### config.mk
export PLATFORM = sky130hd
export DESIGN_NAME = sertx_core
export DESIGN_NICKNAME = d
export VERILOG_FILES = /design/src/rtl/sertx_pkg.sv /design/src/rtl/sertx_bit_timer.sv /design/src/rtl/sertx_frame_build.sv /design/src/rtl/sertx_core.sv
export SDC_FILE = /design/constraint.sdc
export NUM_CORES = 1
export LEC_CHECK = 0
export BUFFER_PORTS_ARGS = -buffer_cell sky130_fd_sc_hd__buf_2
export CELL_PAD_IN_SITES_DETAIL_PLACEMENT = 0
export CELL_PAD_IN_SITES_GLOBAL_PLACEMENT = 1
export CORE_UTILIZATION = 35
export DETAILED_ROUTE_END_ITERATION = 10
export PLACE_DENSITY = 0.77
export SYNTH_ARGS = -nofsm -noshare
export SYNTH_HDL_FRONTEND = slang
export SYNTH_SLANG_ARGS = --single-unit
### constraint.sdc
create_clock -name clk -period 3.16 [get_ports clk]
set_input_delay 0.474 -clock clk [delete_from_list [all_inputs] [get_ports clk]]
set_output_delay 0.474 -clock clk [all_outputs]
set_load 0.02 [all_outputs]
### src/rtl/sertx_pkg.sv
package sertx_pkg;
  typedef enum logic [1:0] {
    PAR_NONE = 2'b00,
    PAR_ZERO = 2'b01,
    PAR_ODD  = 2'b10,
    PAR_EVEN = 2'b11
  } par_mode_t;
endpackage

### src/rtl/sertx_bit_timer.sv
module sertx_bit_timer #(
  parameter int TICKS_PER_BIT = 16
) (
  input  logic clk,
  input  logic rst,
  input  logic clear,
  input  logic tick,
  output logic bit_end
);
  localparam int CW = (TICKS_PER_BIT > 2) ? $clog2(TICKS_PER_BIT) : 1;
  localparam logic [CW-1:0] LAST = CW'(TICKS_PER_BIT - 1);

  logic [CW-1:0] cnt;

  assign bit_end = tick && (cnt == LAST);

  always_ff @(posedge clk) begin
    if (rst || clear) begin
      cnt <= '0;
    end else if (tick) begin
      cnt <= bit_end ? '0 : cnt + 1'b1;
    end
  end
endmodule

### src/rtl/sertx_frame_build.sv
module sertx_frame_build
  import sertx_pkg::*;
#(
  parameter int DATA_W  = 8,
  parameter int FRAME_W = DATA_W + 4,
  parameter int LEN_W   = $clog2(FRAME_W + 1)
) (
  input  logic [DATA_W-1:0]  data,
  input  par_mode_t          par,
  input  logic               two_stop,
  output logic [FRAME_W-1:0] frame,
  output logic [LEN_W-1:0]   len
);
  localparam int PAR_POS = DATA_W + 1;

  logic has_par;
  logic par_bit;

  always_comb begin
    has_par = (par != PAR_NONE);
    unique case (par)
      PAR_ODD:  par_bit = ~(^data);
      PAR_EVEN: par_bit = ^data;
      default:  par_bit = 1'b0;
    endcase
    // Unused positions stay 1 so they act as stop bits.
    frame             = '1;
    frame[0]          = 1'b0;
    frame[DATA_W:1]   = data;
    if (has_par) frame[PAR_POS] = par_bit;
    len = LEN_W'(DATA_W + 2) + LEN_W'(has_par) + LEN_W'(two_stop);
  end
endmodule

### src/rtl/sertx_core.sv
module sertx_core
  import sertx_pkg::*;
#(
  parameter int DATA_W        = 8,
  parameter int TICKS_PER_BIT = 16
) (
  input  logic              clk,
  input  logic              rst,
  input  logic              baud_tick,
  input  logic              wr_en,
  input  logic [DATA_W-1:0] wr_data,
  input  logic              tx_enable,
  input  logic [1:0]        parity_sel,
  input  logic              two_stop,
  output logic              tx_line,
  output logic              tx_busy,
  output logic              tx_done,
  output logic              tx_pin_active
);
  localparam int FRAME_W = DATA_W + 4;
  localparam int LEN_W   = $clog2(FRAME_W + 1);

  logic [FRAME_W-1:0] frame;
  logic [LEN_W-1:0]   len;
  logic [FRAME_W-2:0] rest;
  logic [LEN_W-1:0]   bits_left;
  logic               accept;
  logic               bit_end;

  assign accept = wr_en && tx_enable && !tx_busy;

  sertx_frame_build #(
    .DATA_W (DATA_W),
    .FRAME_W(FRAME_W),
    .LEN_W  (LEN_W)
  ) u_build (
    .data    (wr_data),
    .par     (par_mode_t'(parity_sel)),
    .two_stop(two_stop),
    .frame   (frame),
    .len     (len)
  );

  sertx_bit_timer #(
    .TICKS_PER_BIT(TICKS_PER_BIT)
  ) u_timer (
    .clk    (clk),
    .rst    (rst),
    .clear  (accept),
    .tick   (baud_tick && tx_busy),
    .bit_end(bit_end)
  );

  always_ff @(posedge clk) begin
    if (rst) begin
      tx_line       <= 1'b1;
      tx_busy       <= 1'b0;
      tx_done       <= 1'b0;
      tx_pin_active <= 1'b0;
      rest          <= '1;
      bits_left     <= '0;
    end else begin
      tx_pin_active <= tx_enable;
      tx_done       <= 1'b0;
      if (accept) begin
        tx_line   <= frame[0];
        rest      <= frame[FRAME_W-1:1];
        bits_left <= len;
        tx_busy   <= 1'b1;
      end else if (bit_end) begin
        if (bits_left == LEN_W'(1)) begin
          tx_busy <= 1'b0;
          tx_done <= 1'b1;
          tx_line <= 1'b1;
        end else begin
          tx_line   <= rest[0];
          rest      <= {1'b1, rest[FRAME_W-2:1]};
          bits_left <= bits_left - 1'b1;
        end
      end
    end
  end
endmodule

Word-level counts from Yosys, hierarchy flattened

Cells that the tools add are included.
Widths: inputs -> output; s select.

Bitwise logic cells: 2
Eq/ne operators: 5
Add/subtract/negate cells: 4
Reduce and logical (&&, ||, !) cells: 13
Multiplexer cells: 16

Operators with widths:

| kind                | number |
|---|---|
| $mux 9              | 3 |
| $mux 4              | 4 |
| $mux 1              | 8 |
| $reduce_xor 8->1    | 1 |
| $reduce_bool 2->1   | 3 |
| $add 4x1->4         | 1 |
| $add 4x1->4 const A | 1 |
| $add 4x1->4 const B | 1 |
| $eq 2x2->1 const B  | 2 |
| $eq 4x1->1 const B  | 1 |
| $eq 4x4->1 const B  | 1 |
| $logic_and 1x1->1   | 4 |
| $reduce_and 2->1    | 2 |
| $sub 4x1->4 const B | 1 |
| $reduce_or 3->1     | 1 |
| $ne 2x1->1 const B  | 1 |
| $not 1->1           | 2 |
| $pmux 1 s2          | 1 |
| $logic_not 1->1     | 1 |
| $logic_or 1x1->1    | 1 |

Input bits: 16
Word-level logic and storage cells: 47
Register bits: 21

Logic depth before layout (Yosys ltp)

Word-level depth: 5
Gate-level depth with buffers: 8

Cells and area by module

A second synthesis with hierarchy kept.

Cell total of the unflattened synthesis: 160
Area, all modules: 1408.9 µm²

By module, submodules not included:

| module            | times used | area an instance (µm²) | cells an instance |
|---|---|---|---|
| sertx_core        | 1          | 1018.5                 | 114 |
| sertx_bit_timer   | 1          | 196.4                  | 20 |
| sertx_frame_build | 1          | 193.9                  | 26 |

Least setup slack after synthesis

Ideal clock, no wire load.

Kind: flip-flop to flip-flop
From: register bits_left[1]
To: register rest[2]
Slack: 1590 ps
Stages on the path, launching flop included: 9
Required time: 3040 ps
Data arrival time: 1451 ps
Period minus slack after synthesis: 1570 ps
Cells stage by stage: dfxtp_1 -> inv_1 -> ha_1 -> nor3b_2 -> o31ai_4 -> buf_6 -> nand3_1 -> o21ai_0 -> nand2_1

Word-level cells in the longest chain between the ends: 3

RTL lines:

| item                              | RTL line         | text |
|---|---|---|
| from (decl)                       | sertx_core.sv:26 | `logic [LEN_W-1:0] bits_left;` |
| from (signal assigned)            | sertx_core.sv:68 | `bits_left <= len;` |
| from (signal assigned)            | sertx_core.sv:78 | `bits_left <= bits_left - 1'b1;` |
| $eq 4x1->1                        | sertx_core.sv:71 | `if (bits_left == LEN_W'(1)) begin` |
| $ne 2x1->1 (no source line)       | n/a              |  |
| $reduce_and 2->1 (no source line) | n/a              |  |
| to (signal assigned)              | sertx_core.sv:67 | `rest <= frame[FRAME_W-1:1];` |
| to (signal assigned)              | sertx_core.sv:77 | `rest <= {1'b1, rest[FRAME_W-2:1]};` |
| to (decl)                         | sertx_core.sv:25 | `logic [FRAME_W-2:0] rest;` |

No other way between the ends.
A chain may end at the register's enable or synchronous reset.

Final worst setup path

From: register bits_left[1]
To: register bits_left[1]

Word-level cells in the longest chain between the ends: 4

RTL lines:

| item        | RTL line         | text |
|---|---|---|
| $sub 4x1->4 | sertx_core.sv:78 |  |
| $mux 4      | sertx_core.sv:71 |  |
| $mux 4      | sertx_core.sv:70 | `end else if (bit_end) begin` |
| $mux 4      | sertx_core.sv:65 | `if (accept) begin` |

Parallel ways exist; a longest one is shown, timed or not. The select of a mux whose other input is x is not followed.

==> metrics.md <==
| Metric | Value |
|---|---|
| Grt ovf | `0` |
| Wirelength per Cell | `11.8 um` |
| Total CTS buffers | `3` |
| Setup Buffers After CTS | `0` |
| Netlist Area Pre-Place | `1080 um2` |
| Final Max Slew Viols | `0` |
| First-pass DRT Iterations | `7` |
| Critical path's slowest cell | `o31ai_4` |
| Largest net degree at the start of global routing | `20` |
| Final Non-Filler Cells | `181` |
| Synth Flop Type | `dfxtp_1` |
| # setup viols final | `0` |
| I/O Buffers | `19` |
| Synth Area in XOR/XNOR | `8.11%` |
| Crit end category | `flip-flop` |
| RSZ-0062 raised after global routing | `false` |
| Maxcap violations | `0` |
| Setup WS pre-CTS | `1.29 ns` |
| Seq/Total Area, Yosys | `38.9%` |
| Seq cells post-synth | `21` |
| DR vias/cell | `5.07` |
| DP HPWL | `1.61 mm` |
| Critical path fanouts, max | `19` |
| Worst EP required | `3.41 ns` |
| Pleak | `0.489 nW` |
| FP Rows | `19` |
| Via count | `918` |
| Avg Inst Size Synth | `8.18 um2` |
| YS warnings | `0` |
| Nets@finish | `171` |
| Synth cell types | `33` |
| Synth-to-Final Area Change | `12.1%` |
| DRT iter0 DRCs | `20` |
| Final worst path period need | `1.89 ns` |
| Dominant cells by area after synthesis | `dfxtp_1 (39%), nand2_1 (9.7%), xnor2_1 (5.7%)` |
| CP Launch Type | `flip-flop` |
| Arrival @ worst endpoint | `2.14 ns` |
| IO Pins | `20` |
| Most frequent cells after synthesis | `nand2_1 (28), dfxtp_1 (21), nand3_1 (9), o21ai_0 (9)` |
| Total placed cells including tap cells | `177` |
| Simple-Gate Fraction of Synth Area | `28.4%` |
| Setup slack, reg-to-reg | `1.27 ns` |
| DRT Wirelength | `2.14 mm` |
| Mux cell area share after synthesis | `0.927%` |
| Util after Layout | `42.8%` |
| Fmax | `0.530 GHz` |
| Final RePlAce weighted congestion | `0.762` |
| Initial antenna violation count | `0` |
| Chip Width | `57.5 um` |
| Layout cells sized above 1 | `18.7%` |
| Min Hold Slack | `0.412 ns` |
| Die ar. | `3310 um2` |
| TritonCTS clock tree | `built` |
| Top-count cell post-synth | `nand2_1` |
| Global Route Usage Sum | `14.3%` |
| Syn nets | `152` |
| Clock Sinks | `21` |
| Setup TNS | `0 ns` |
| Vias in the first global route | `859` |
| Initial Util | `38.2%` |
| Asr flop ratio synth | `0%` |
| Min setup slack post-route | `1.27 ns` |
| Area of the core | `2830 um2` |
| Clock skew | `0.00716 ns` |
| HP Class | `input port to flip-flop` |
| Routed Antenna Nets | `0` |
| Cells after Synth | `132` |
| Failing checks | `DRC` |
| Peak VDD IR | `121 uV` |
| Ant diodes | `0` |
| Relative slew slack | `56.4%` |
| Power density over cell area | `417 nW/um2` |
| Hold bufs inserted after CTS | `0` |
| Yosys top cell by area | `dfxtp_1` |
| First-pass GRT wire length | `3.67 mm` |
| Htree depth | `1` |
| Crit path kind | `flip-flop to flip-flop` |
| Tcrit/Tclk final | `59.8%` |
| DRC Markers | `3` |
| Largest family of logic cells by synthesized area | `simple AND/OR/NAND/NOR gates` |
| Worst-Margin Slew | `0.654 ns` |
| Maximum clock insertion buffer count | `2` |
| EDFF count, synth | `0` |
| Post-synthesis compound-gate area fraction | `14.5%` |
| Worst-skew pair later-pin latency | `0.30 ns` |
| Cells along the critical path | `inv_1 -> ha_1 -> nor3b_2 -> o31ai_4 -> o21ai_0 -> o21a_1 -> nor2_1` |
| Root Buffer | `clkbuf_4` |
| Post-synth top area share | `38.9%` |
| Status | `complete, but fails checks` |
| Final count of hold timing violations | `0` |
| Clock transition at path regs | `0.11 ns` |
| Die height | `57.5 um` |
| Crit path largest cell delay | `0.62 ns` |
| Adder-Cell Fraction of Synth Area | `4.63%` |
| Post-CTS sizing | `0` |
-- critical path: cells and delay by family, from the launching register on --
kind | cells | cell delay (ns)
AND/OR/NAND/NOR | 2 | 0.26
buffers and inverters | 1 | 0.07
flip-flops | 1 | 0.35
adder cells (fa/ha/maj) | 1 | 0.20
AO/OA/AOI/OAI | 3 | 0.95
-- final timing paths --
| path | startpoint | endpoint | depth (start not counted) |
|---|---|---|---|
| worst max-delay path | bits_left[1] | bits_left[1] | 7 |
| worst min-delay path | tx_enable | tx_pin_active | 2 |
| worst max register to register | bits_left[1] | bits_left[1] | 7 |
| worst min register to register | rest[5] | rest[5] | 2 |
-- cell type report --
class,instances,area (um2)
Tap cell,31,38.8
Clock buffer,4,26.3
Inverter,5,18.8
Timing Repair Buffer,19,95.1
Multi-Input combinational cell,101,611
Fill cell,304,1620
Sequential cell,21,420
-- routing by layer --
metal  up-vias  global-route usage [%]  routed length, um
li1        491                       -                  -
met1       414                    19.0               1070
met2        11                    22.6                981
met3         2                    2.72                 69
met4         0                    6.27                 12
met5         -                       0                  0
-- placed cells by master (no fill, tap or decap), types with 2 or more instances in the layout --
cell / count
xnor2_1: 7
xor2_1: 3
inv_1: 4
a21oi_1: 5
ha_1: 4
nor2b_1: 2
nor3_1: 8
clkbuf_4: 3
nor2_1: 8
nand3_1: 9
o21ai_0: 9
buf_2: 19
nor4_1: 2
nand2_1: 28
dfxtp_1: 21
-- power by group --
group          switching, mW  leakage (nW)  internal [mW]  total (mW)
combinational         0.0523         0.302         0.0397      0.0920
clock                 0.0777        0.0150         0.0492       0.127
sequential           0.00936         0.172          0.276       0.285
-- logic make-up (layout without fill, tap and decap cells) --
logic type,after synthesis,after routing
and+or+nand+nor,63,63
DFF,21,21
AOI/OAI and AO/OA,23,23
adders and majority gates,4,4
xor gates and xnor gates,10,10
buffers and inverters,10,28
muxes,1,1
-- registers in the layout (all words and copies together) (netlist names) --
register and flops:
bits_left 4, rest 9, tx_busy 1, tx_done 1, tx_line 1, tx_pin_active 1, u_timer.cnt 4
-- through the flow --
step                      total power, mW  cell area, um2
after floorplan                     0.357            1080
final                               0.504            1210
after CTS                           0.512            1210
after global routing                0.531            1210
after global placement              0.381            1180
after detailed placement            0.384            1180
Note: power is estimated with default switching activity, not from simulation.
